## src/rtl/spi_pr_pkg.sv

```systemverilog
package spi_pr_pkg;
  localparam int OFF_W  = 7;
  localparam int BYTE_W = 8;

  typedef enum logic {
    PH_ADDR = 1'b0,
    PH_DATA = 1'b1
  } phase_e;
endpackage

```

## src/rtl/spi_pr_sync.sv

```systemverilog
module spi_pr_sync #(
  parameter int   STAGES  = 2,
  parameter logic RST_VAL = 1'b0
) (
  input  logic clk,
  input  logic rst_n,
  input  logic d,
  output logic q
);
  logic [STAGES-1:0] chain_q;
  logic [STAGES-1:0] chain_d;

  generate
    if (STAGES == 1) begin : g_one
      always_comb chain_d = d;
    end else begin : g_many
      always_comb chain_d = {chain_q[STAGES-2:0], d};
    end
  endgenerate

  always_ff @(posedge clk or negedge rst_n) begin
    if (!rst_n) chain_q <= {STAGES{RST_VAL}};
    else        chain_q <= chain_d;
  end

  assign q = chain_q[STAGES-1];
endmodule

```

## src/rtl/spi_pr_shift.sv

```systemverilog
module spi_pr_shift
  import spi_pr_pkg::*;
(
  input  logic              clk,
  input  logic              rst_n,
  input  logic              ss_act,
  input  logic              sclk_rise,
  input  logic              sclk_fall,
  input  logic              mosi_s,
  input  logic              load,
  input  logic [BYTE_W-1:0] load_data,
  output logic              byte_done,
  output logic [BYTE_W-1:0] byte_val,
  output logic              miso
);
  logic [2:0]        bit_cnt_q, bit_cnt_d;
  logic [BYTE_W-2:0] rx_q, rx_d;
  logic [BYTE_W-1:0] tx_q, tx_d;
  logic              shift_en;

  assign shift_en  = ss_act && sclk_rise;
  assign byte_done = shift_en && (bit_cnt_q == 3'd7);
  assign byte_val  = {rx_q, mosi_s};

  always_comb begin
    bit_cnt_d = bit_cnt_q;
    rx_d      = rx_q;
    if (!ss_act) begin
      bit_cnt_d = 3'd0;
    end else if (shift_en) begin
      bit_cnt_d = bit_cnt_q + 3'd1;
      rx_d      = {rx_q[BYTE_W-3:0], mosi_s};
    end
  end

  always_comb begin
    tx_d = tx_q;
    if (load)
      tx_d = load_data;
    else if (ss_act && sclk_fall && (bit_cnt_q != 3'd0))
      tx_d = {tx_q[BYTE_W-2:0], 1'b0};
  end

  always_ff @(posedge clk or negedge rst_n) begin
    if (!rst_n) begin
      bit_cnt_q <= 3'd0;
      rx_q      <= '0;
      tx_q      <= '0;
    end else begin
      bit_cnt_q <= bit_cnt_d;
      rx_q      <= rx_d;
      tx_q      <= tx_d;
    end
  end

  assign miso = tx_q[BYTE_W-1];

  assert_idle_realign_R8: assert property (@(posedge clk) disable iff (!rst_n)
    !ss_act |=> (bit_cnt_q == 3'd0));
endmodule

```

## src/rtl/spi_pr_ctrl.sv

```systemverilog
module spi_pr_ctrl
  import spi_pr_pkg::*;
#(
  parameter int PAGE_W     = 4,
  parameter int SETUP_CLKS = 2,
  parameter int WR_GAP     = 5,
  parameter int RD_GAP     = 14,
  parameter int HOLD_CLKS  = 4,
  localparam int ADDR_W    = PAGE_W + OFF_W,
  localparam int MAX_A     = (WR_GAP > RD_GAP) ? WR_GAP : RD_GAP,
  localparam int MAX_B     = (SETUP_CLKS > HOLD_CLKS) ? SETUP_CLKS : HOLD_CLKS,
  localparam int MAX_WAIT  = (MAX_A > MAX_B) ? MAX_A : MAX_B,
  localparam int CNT_W     = $clog2(MAX_WAIT + 1)
) (
  input  logic              clk,
  input  logic              rst_n,
  input  logic              ss_act,
  input  logic              ss_assert,
  input  logic              ss_release,
  input  logic              sclk_rise,
  input  logic              byte_done,
  input  logic [BYTE_W-1:0] byte_val,
  input  logic              inc_mode,
  input  logic [PAGE_W-1:0] page,
  input  logic [BYTE_W-1:0] rd_data,
  output logic              rdy,
  output logic              err,
  output logic              wr_req,
  output logic              rd_req,
  output logic [ADDR_W-1:0] req_addr,
  output logic [BYTE_W-1:0] wr_data,
  output logic              tx_load,
  output logic [BYTE_W-1:0] tx_data
);
  logic [CNT_W-1:0]  wait_q, wait_d;
  logic              err_q, err_d;
  phase_e            phase_q, phase_d;
  logic              dir_q, dir_d;
  logic [OFF_W-1:0]  off_q, off_d, off_nxt;
  logic              wr_q, wr_d, rd_q, rd_d;
  logic [ADDR_W-1:0] addr_q, addr_d;
  logic [BYTE_W-1:0] wdat_q, wdat_d;
  logic              load_q;
  logic              busy;

  assign busy    = (wait_q != '0) || err_q;
  assign off_nxt = inc_mode ? (off_q + OFF_W'(1)) : off_q;

  always_comb begin
    wait_d  = (wait_q != '0) ? (wait_q - CNT_W'(1)) : wait_q;
    err_d   = err_q;
    phase_d = phase_q;
    dir_d   = dir_q;
    off_d   = off_q;
    wr_d    = 1'b0;
    rd_d    = 1'b0;
    addr_d  = addr_q;
    wdat_d  = wdat_q;
    if (ss_release) begin
      err_d   = 1'b0;
      phase_d = PH_ADDR;
      wait_d  = CNT_W'(HOLD_CLKS);
    end else if (ss_assert) begin
      phase_d = PH_ADDR;
      if (wait_q <= CNT_W'(SETUP_CLKS))
        wait_d = CNT_W'(SETUP_CLKS);
    end else if (ss_act && sclk_rise && busy) begin
      err_d = 1'b1;
    end else if (byte_done) begin
      if (phase_q == PH_ADDR) begin
        phase_d = PH_DATA;
        dir_d   = byte_val[BYTE_W-1];
        off_d   = byte_val[OFF_W-1:0];
        if (byte_val[BYTE_W-1]) begin
          rd_d   = 1'b1;
          addr_d = {page, byte_val[OFF_W-1:0]};
          wait_d = CNT_W'(RD_GAP);
        end else begin
          wait_d = CNT_W'(WR_GAP);
        end
      end else if (!dir_q) begin
        wr_d   = 1'b1;
        addr_d = {page, off_q};
        wdat_d = byte_val;
        off_d  = off_nxt;
        wait_d = CNT_W'(WR_GAP);
      end else begin
        rd_d   = 1'b1;
        addr_d = {page, off_nxt};
        off_d  = off_nxt;
        wait_d = CNT_W'(RD_GAP);
      end
    end
  end

  always_ff @(posedge clk or negedge rst_n) begin
    if (!rst_n) begin
      wait_q  <= '0;
      err_q   <= 1'b0;
      phase_q <= PH_ADDR;
      dir_q   <= 1'b0;
      off_q   <= '0;
      wr_q    <= 1'b0;
      rd_q    <= 1'b0;
      addr_q  <= '0;
      wdat_q  <= '0;
      load_q  <= 1'b0;
    end else begin
      wait_q  <= wait_d;
      err_q   <= err_d;
      phase_q <= phase_d;
      dir_q   <= dir_d;
      off_q   <= off_d;
      wr_q    <= wr_d;
      rd_q    <= rd_d;
      addr_q  <= addr_d;
      wdat_q  <= wdat_d;
      load_q  <= rd_q;
    end
  end

  assign rdy      = !busy;
  assign err      = err_q;
  assign wr_req   = wr_q;
  assign rd_req   = rd_q;
  assign req_addr = addr_q;
  assign wr_data  = wdat_q;
  assign tx_load  = load_q;
  assign tx_data  = rd_data;

  assert_single_strobe_R11: assert property (@(posedge clk) disable iff (!rst_n)
    !(wr_q && rd_q));
  assert_strobe_not_ready_R6: assert property (@(posedge clk) disable iff (!rst_n)
    (wr_q || rd_q) |-> !rdy);
  assert_no_access_in_err_R9: assert property (@(posedge clk) disable iff (!rst_n)
    (wr_q || rd_q) |-> !err_q);
  assert_err_sticky_R9: assert property (@(posedge clk) disable iff (!rst_n)
    (err_q && !ss_release) |=> err_q);
  assert_release_clears_R9: assert property (@(posedge clk) disable iff (!rst_n)
    ss_release |=> (!err_q && !rdy));
endmodule

```

## src/rtl/spi_paged_slave.sv

```systemverilog
module spi_paged_slave
  import spi_pr_pkg::*;
#(
  parameter int PAGE_W      = 4,
  parameter int SYNC_STAGES = 2,
  parameter int SETUP_CLKS  = 2,
  parameter int WR_GAP      = 5,
  parameter int RD_GAP      = 14,
  parameter int HOLD_CLKS   = 4,
  localparam int ADDR_W     = PAGE_W + OFF_W
) (
  input  logic              clk,
  input  logic              rst_n,
  input  logic              spi_sclk,
  input  logic              spi_cs_n,
  input  logic              spi_mosi,
  output logic              spi_miso,
  output logic              rdy,
  output logic              err,
  input  logic              inc_mode,
  input  logic [PAGE_W-1:0] page,
  output logic              wr_req,
  output logic              rd_req,
  output logic [ADDR_W-1:0] req_addr,
  output logic [BYTE_W-1:0] wr_data,
  input  logic [BYTE_W-1:0] rd_data
);
  logic sclk_s, cs_n_s, mosi_s;
  logic sclk_prev_q, cs_prev_q;
  logic sclk_rise, sclk_fall, ss_act, ss_assert, ss_release;
  logic byte_done, tx_load;
  logic [BYTE_W-1:0] byte_val, tx_data;

  spi_pr_sync #(.STAGES(SYNC_STAGES), .RST_VAL(1'b0)) u_sync_sclk (
    .clk(clk), .rst_n(rst_n), .d(spi_sclk), .q(sclk_s));
  spi_pr_sync #(.STAGES(SYNC_STAGES), .RST_VAL(1'b1)) u_sync_cs (
    .clk(clk), .rst_n(rst_n), .d(spi_cs_n), .q(cs_n_s));
  spi_pr_sync #(.STAGES(SYNC_STAGES), .RST_VAL(1'b0)) u_sync_mosi (
    .clk(clk), .rst_n(rst_n), .d(spi_mosi), .q(mosi_s));

  always_ff @(posedge clk or negedge rst_n) begin
    if (!rst_n) begin
      sclk_prev_q <= 1'b0;
      cs_prev_q   <= 1'b1;
    end else begin
      sclk_prev_q <= sclk_s;
      cs_prev_q   <= cs_n_s;
    end
  end

  assign sclk_rise  = sclk_s && !sclk_prev_q;
  assign sclk_fall  = !sclk_s && sclk_prev_q;
  assign ss_act     = !cs_n_s;
  assign ss_assert  = cs_prev_q && !cs_n_s;
  assign ss_release = !cs_prev_q && cs_n_s;

  spi_pr_shift u_shift (
    .clk(clk), .rst_n(rst_n), .ss_act(ss_act),
    .sclk_rise(sclk_rise), .sclk_fall(sclk_fall), .mosi_s(mosi_s),
    .load(tx_load), .load_data(tx_data),
    .byte_done(byte_done), .byte_val(byte_val), .miso(spi_miso));

  spi_pr_ctrl #(
    .PAGE_W(PAGE_W), .SETUP_CLKS(SETUP_CLKS), .WR_GAP(WR_GAP),
    .RD_GAP(RD_GAP), .HOLD_CLKS(HOLD_CLKS)
  ) u_ctrl (
    .clk(clk), .rst_n(rst_n), .ss_act(ss_act), .ss_assert(ss_assert),
    .ss_release(ss_release), .sclk_rise(sclk_rise), .byte_done(byte_done),
    .byte_val(byte_val), .inc_mode(inc_mode), .page(page), .rd_data(rd_data),
    .rdy(rdy), .err(err), .wr_req(wr_req), .rd_req(rd_req),
    .req_addr(req_addr), .wr_data(wr_data), .tx_load(tx_load),
    .tx_data(tx_data));
endmodule

```

## config.mk

```make
export PLATFORM = sky130hd
export DESIGN_NAME = spi_paged_slave
export DESIGN_NICKNAME = d
export VERILOG_FILES = /design/src/rtl/spi_pr_pkg.sv /design/src/rtl/spi_pr_sync.sv /design/src/rtl/spi_pr_shift.sv /design/src/rtl/spi_pr_ctrl.sv /design/src/rtl/spi_paged_slave.sv
export SDC_FILE = /design/constraint.sdc
export NUM_CORES = 1
export LEC_CHECK = 0
export BUFFER_PORTS_ARGS = -buffer_cell sky130_fd_sc_hd__buf_2
export CAP_MARGIN = 20
export CORE_MARGIN = 2
export CORE_UTILIZATION = 55
export CTS_BUF_LIST = sky130_fd_sc_hd__clkbuf_8
export DETAILED_ROUTE_END_ITERATION = 10
export GPL_TIMING_DRIVEN = 0
export PLACE_DENSITY = 0.8
export SLEW_MARGIN = 20
export SYNTH_ARGS = -nofsm -noshare
export SYNTH_HDL_FRONTEND = slang
export SYNTH_SLANG_ARGS = --single-unit
```

## constraint.sdc

```tcl
create_clock -name clk -period 2.4 [get_ports clk]
set_clock_uncertainty 0.05 [all_clocks]
set_input_delay 0.6 -clock clk [delete_from_list [all_inputs] [get_ports clk]]
set_output_delay 0.6 -clock clk [all_outputs]
set_load 0.1 [all_outputs]
```

# ---- After elaboration in Yosys (flattened, before gate mapping)
# Cells that the tools add are included.
dict set report totals {
  input_bits 18
  wordCells 98
  ff_bits 62
  out_inout_bits 24
}
dict set report op_classes {
  n_eq_ne 3
  n_addsub 3
  n_bitwise 6
  magnitude_cmp 1
  n_mux 38
  reduce_logical 29
}
# operator count
set ops {}
lappend ops {{2-to-1 mux 4 bit} 9}
lappend ops {{2-to-1 mux 11 bit} 2}
lappend ops {{2-to-1 mux 7 bit} 3}
lappend ops {{2-to-1 mux 1 bit} 20}
lappend ops {{2-to-1 mux 8 bit} 2}
lappend ops {{AND reduction 5 bit} 2}
lappend ops {{logical AND 1 bit} 9}
lappend ops {{nonzero test 2 bit} 4}
lappend ops {{adder 7 x 1 -> 7 bit (second input constant)} 1}
lappend ops {{2-to-1 mux 3 bit} 2}
lappend ops {{inverter 1 bit} 6}
lappend ops {{AND reduction 2 bit} 3}
lappend ops {{AND reduction 6 bit} 1}
lappend ops {{nonzero test 3 bit} 2}
lappend ops {{logical NOT 1 bit} 5}
lappend ops {{<= comparator 4 x 2 -> 1 bit (second input constant)} 1}
lappend ops {{AND reduction 4 bit} 1}
lappend ops {{nonzero test 4 bit} 1}
lappend ops {{subtractor 4 x 1 -> 4 bit (second input constant)} 1}
lappend ops {{adder 3 x 1 -> 3 bit (second input constant)} 1}
lappend ops {{== test 3 bit (second input constant)} 1}
lappend ops {{!= test 3 bit (second input constant)} 1}
lappend ops {{!= test 2 x 1 -> 1 bit (second input constant)} 1}
lappend ops {{logical OR 1 bit} 1}

# ---- Logic depth before layout (Yosys ltp)
dict set report depth {
  ltp_word 8
  ltp_mapped 7
  mapped_depth_nobuf 6
}

# ---- Modules after synthesis
# From an unflattened synthesis, not the netlist that was laid out.
dict set report hier_totals {
  cells_unflattened 272
  area_unflattened_um2 3036.7
}
# mod instances seq_area_each_um2 cells_per_inst area_per_inst_um2
set modules_own_cells {}
lappend modules_own_cells {spi_pr_ctrl 1 900.9 189 1941.9}
lappend modules_own_cells {spi_pr_shift 1 450.4 70 857.1}
lappend modules_own_cells {{spi_pr_sync (u_sync_mosi ...)} 2 50.0 2 50.0}
lappend modules_own_cells {spi_paged_slave 1 51.3 7 85.1}
lappend modules_own_cells {{spi_pr_sync (u_sync_cs)} 1 52.6 2 52.6}

# ---- Worst setup path before layout
# Ideal clock, no wire load.
dict set report synth_timing {
  kind {register to output}
  from {register u_ctrl.err_q, in the netlist u_ctrl.err}
  to {output rdy}
  path_buffers 0
  t_required_ns 1.750
  slack_ns -0.432
  arrival_ns 2.182
  path_stages_with_launch 2
  path_cell_list {dfrtp_1 -> nor2_1}
}
dict set report synth_via {
  elab_chain_len 2
}
# item line_no
set synth_lines {}
lappend synth_lines {{start, declared} spi_pr_ctrl.sv:36} ;# logic err_q, err_d;
lappend synth_lines {{start signal, assigned} spi_pr_ctrl.sv:110} ;# err_q <= err_d;
lappend synth_lines {{logical OR 1 bit} spi_pr_ctrl.sv:46} ;# assign busy = (wait_q != '0) || err_q;
lappend synth_lines {{logical NOT 1 bit} spi_pr_ctrl.sv:122} ;# assign rdy = !busy;
lappend synth_lines {{end, declared} spi_paged_slave.sv:18} ;# output logic rdy,
# No other way between the ends.

# ---- Final worst setup path
dict set report layout_timing {
  from {register u_sync_cs.chain_q[1]}
  to {register u_ctrl.wdat_q[1], in the netlist u_ctrl.wr_data[1]}
}
dict set report layout_via {
  elab_chain_len 5
  word_cells_on_any_way 10
  classes_between {bitwise (3); reduce/logical (7)}
}
# item line_no
set layout_lines {}
lappend layout_lines {{start, declared} spi_pr_sync.sv:10} ;# logic [STAGES-1:0] chain_q;
lappend layout_lines {{start signal, assigned} spi_pr_sync.sv:22} ;# if (!rst_n) chain_q <= {STAGES{RST_VAL}};
lappend layout_lines {{start signal, assigned} spi_pr_sync.sv:23} ;# else chain_q <= chain_d;
lappend layout_lines {{logical NOT 1 bit} {spi_paged_slave.sv:53, spi_paged_slave.sv:54}}
lappend layout_lines {{logical AND 1 bit} {spi_pr_shift.sv:21, spi_pr_ctrl.sv:67}}
lappend layout_lines {{logical AND 1 bit} spi_pr_ctrl.sv:67} ;# end else if (ss_act && sclk_rise && busy) begin
lappend layout_lines {{inverter 1 bit (no source line)} -}
lappend layout_lines {{AND reduction 6 bit (no source line) *} -}
lappend layout_lines {{end signal, assigned} spi_pr_ctrl.sv:117} ;# wdat_q <= wdat_d;
lappend layout_lines {{end, declared} spi_pr_ctrl.sv:42} ;# logic [BYTE_W-1:0] wdat_q, wdat_d;
# Every way passes the cells marked *; elsewhere a longest branch is shown, timed or not.
# A chain may end at the register's enable or synchronous reset.

==> summary.log <==
INFO  yosys          syn_area=3010um2
INFO  routing        via_per_inst=5.78
INFO  clock_tree     postCtsHoldBufs=0
INFO  grt            antenna_found_initial=0
INFO  outcome        result_of_the_run=complete, no violations
INFO  floorplan      std_cell_rows=26
INFO  clock_tree     buffers_from_clock_root_to_sink_at_most=2
INFO  grt            first_pass_grt_wire_length=10,500um
INFO  yosys          yosys_most_used_dff=sky130_fd_sc_hd__dfrtp_1
INFO  routing        totalWireLength=6000um
INFO  clock_tree     num_cts_buffers=9
INFO  floorplan      initial_standard_cell_utilization_of_the_core=57.8%
INFO  hold_path      min_path_type=in2async
INFO  cells_and_area layout-area-overhead-vs-synth=16.3%
INFO  sta            period_share=93.0%
INFO  cells_and_area fillCellCount=409
INFO  sta            grt_setup_unrepaired=no
INFO  routing        ant_nets=0
INFO  sta            worstMarginPinSlew=743ps
INFO  floorplan      core=5200um2
INFO  power          power_density=756nW/um2
INFO  sta            hold_ws=274ps
INFO  yosys          share_of_synthesized_registers_carrying_an_async_set_or_reset=100%
INFO  routing        route.vias.total=2,282
INFO  clock_tree     clock_tree_from_tritoncts=built
INFO  power          finalPower=2.64mW
INFO  sta            slew-limit-headroom=50.5%
INFO  yosys          synth_sequential_area_ratio=51.7%
INFO  worst_setup_path crit_arrival=2410ps
INFO  floorplan      die_area=6070um2
INFO  worst_setup_path startpoint_class_of_the_critical_path=flop
INFO  placed_design  place_hpwl=4150um
INFO  routing        routedWlPerCell=15.2um
INFO  sta            clock.fmax=448MHz
INFO  cells_and_area nNetsFinal=346
INFO  worst_setup_path critical_path.max_fanout=8
INFO  worst_setup_path rr_worst_depth=7
INFO  worst_setup_path critPathKind=reg2reg
INFO  routing        drt-initial-drc-count=203
INFO  worst_setup_path critical_path.slowest_cell=sky130_fd_sc_hd__dfstp_2
INFO  sta            total_neg_setup_slack=0ps
INFO  power          vdd_ir_drop_max=0.000513V
INFO  yosys          yosys_register_bits=62
INFO  routing        first_pass_iters=4
INFO  worst_setup_path cpPeakStageDelay=590ps
INFO  grt            globalRouteTotalUtil=22.4%
INFO  routing        drc=0
INFO  worst_setup_path worst-endpoint-required=2580ps
INFO  worst_setup_path cp-end-kind=flop
INFO  yosys          synthesis.instances=266
INFO  clock_tree     numClockSinks=62
INFO  cells_and_area final_layout_size_suffix_gt1_share=28.3%
INFO  job            max-cap-violations=0
INFO  worst_setup_path crit_path_frequent_cell=sky130_fd_sc_hd__inv_1
INFO  yosys          yosysWarningCount=0
INFO  clock_tree     cts.root.buffer_cell=sky130_fd_sc_hd__clkbuf_8
INFO  sta            timing_hold_violations_final=0
INFO  yosys          synth_enable_flop_cells=0
INFO  cells_and_area mostFrequentLayoutCell=sky130_fd_sc_hd__dfrtp_1
INFO  yosys          synthesis.area_per_instance=11.3um2
INFO  yosys          postSynthNetCount=292
INFO  placed_design  placed_instance_area=3300um2
INFO  sta            setup-violations-final=0
INFO  cells_and_area mostFrequentLayoutCells=59 x sky130_fd_sc_hd__dfrtp_1, 39 x sky130_fd_sc_hd__buf_2, 19 x sky130_fd_sc_hd__nand2_1
INFO  cells_and_area finalInstanceArea=3500um2
INFO  sta            count_of_final_max_slew_check_failures=0
INFO  clock_tree     path_clk_slew=70ps
INFO  sta            layout_min_cycle_time=2230ps
INFO  placed_design  port_buffers=40
INFO  worst_setup_path crit_chain=inv_1 > ha_1 > inv_1 > nand4_1 > or4_1 > buf_4 > mux2_4
INFO  grt            grt_pass1_vias=2,258
INFO  grt            gr-total-overflow=0
INFO  cells_and_area num_antenna_cells=0
INFO  yosys          yosys.cell_types.count=52
INFO  grt            grt_max_degree=63
INFO  floorplan      pin_count=42
INFO  clock_tree     cts_htree_levels=3
INFO  placed_design  finalWeightedCongestion=0.876
INFO  clock_tree     clkLatencyLatePin=340ps
INFO  floorplan      dieWidth=77.9um
INFO  power          static_leak=1.61nW
INFO  floorplan      die_height=77.9um
[kinds of logic (layout without fill, tap and decap cells)]
logic type                 count (synthesis)  count (layout)  share of synthesized area (%)
AOI/OAI and AO/OA                         43              43                           9.28
xor gates and xnor gates                   4               4                           1.17
adders and majority gates                  8               8                           3.33
buffers and inverters                     25              84                           3.54
DFF                                       62              62                           51.7
muxes                                     37              37                           14.2
and+or+nand+nor                           87              87                           16.8
[final timing paths]
path                                   startpoint                      to  slack (ps)
min in group clk                         spi_cs_n    u_sync_cs.chain_q[0]         300
hold / removal                              rst_n         u_shift.tx_q[2]         270
max in group asynchronous                   rst_n      u_ctrl.req_addr[1]        1540
setup reg to reg             u_sync_cs.chain_q[1]       u_ctrl.wr_data[1]         170
setup / recovery             u_sync_cs.chain_q[1]       u_ctrl.wr_data[1]         170
hold reg to reg            u_sync_mosi.chain_q[0]  u_sync_mosi.chain_q[1]         300
[flip-flops by register name (all words and copies together) (netlist names), 3 cells and up]
signal	flops
u_ctrl.wr_data	8
u_shift.bit_cnt_q	3
u_ctrl.req_addr	11
u_ctrl.wait_q	4
u_shift.tx_q	8
u_ctrl.off_q	7
u_shift.rx_q	7
[critical path: cells and delay by family, from the launching register on]
family	cells	cell delay [ps]
buf+inv	3	400
simple gates	2	520
flops	1	590
mux	1	300
fa+ha+maj	1	260
[cell usage after synthesis, types with 4 or more instances]
cell type | n | area [um2]
sky130_fd_sc_hd__mux2i_1 | 16 | 160
sky130_fd_sc_hd__nor4_1 | 9 | 56.3
sky130_fd_sc_hd__dfrtp_1 | 59 | 1480
sky130_fd_sc_hd__mux2_4 | 8 | 120
sky130_fd_sc_hd__nand4_1 | 5 | 31.3
sky130_fd_sc_hd__xnor2_1 | 4 | 35.0
sky130_fd_sc_hd__a211oi_1 | 6 | 45.0
sky130_fd_sc_hd__mux2_1 | 4 | 45.0
sky130_fd_sc_hd__mux2_2 | 9 | 101
sky130_fd_sc_hd__nand3_1 | 15 | 75.1
sky130_fd_sc_hd__a21oi_1 | 10 | 50.1
sky130_fd_sc_hd__nand2_1 | 19 | 71.3
sky130_fd_sc_hd__nor2_1 | 13 | 48.8
sky130_fd_sc_hd__ha_1 | 8 | 100
sky130_fd_sc_hd__nor3_1 | 8 | 40.0
sky130_fd_sc_hd__clkbuf_1 | 5 | 18.8
sky130_fd_sc_hd__o21ai_0 | 9 | 45.0
sky130_fd_sc_hd__inv_1 | 14 | 52.6
[layout make-up]
class	instances	area, um2	share of cell area [%]
Tap cell	70	87.6	2.50
Inverter	15	56.3	1.61
Clock buffer	9	124	3.54
Clock inverter	7	41.3	1.18
Timing Repair Buffer	43	228	6.51
Buffer	10	55.1	1.57
Sequential cell	62	1560	44.5
Multi-Input combinational cell	179	1350	38.6
[through the flow]
stage / worst slack (ps) / std cells / utilization, %
after global placement: 142 / 376 / 63.3
after global routing: 11.2 / 395 / 67.2
final: 167 / 395 / 67.2
after floorplan: 21.8 / 266 / -
after CTS: 104 / 392 / 66.6
after detailed placement: 111 / 376 / 63.4
[repair_timing]
action | 4_1_cts | 5_1_grt
buffers inserted | 0 | 3
endpoints found under the setup margin | 1 | 13
endpoints found under the hold margin | 0 | 0
gates resized for setup | 1 | 4
pin swaps | 0 | 0
[metal layers]
metal / GRT usage (%) / share of wire, % / vias to the layer above
li1: - / - / 1077
met2: 34.6 / 49 / 66
met1: 29.5 / 44 / 1128
met4: 13.0 / 2.2 / 0
met5: 0 / 0 / -
met3: 4.53 / 4.9 / 11
[power by group]
group | leakage [nW] | switching (mW) | internal (mW)
registers | 0.744 | 0.147 | 1.16
logic | 0.781 | 0.321 | 0.234
clock network | 0.0885 | 0.413 | 0.366
total | 1.61 | 0.882 | 1.76
Note: power is estimated with default switching activity, not from simulation.
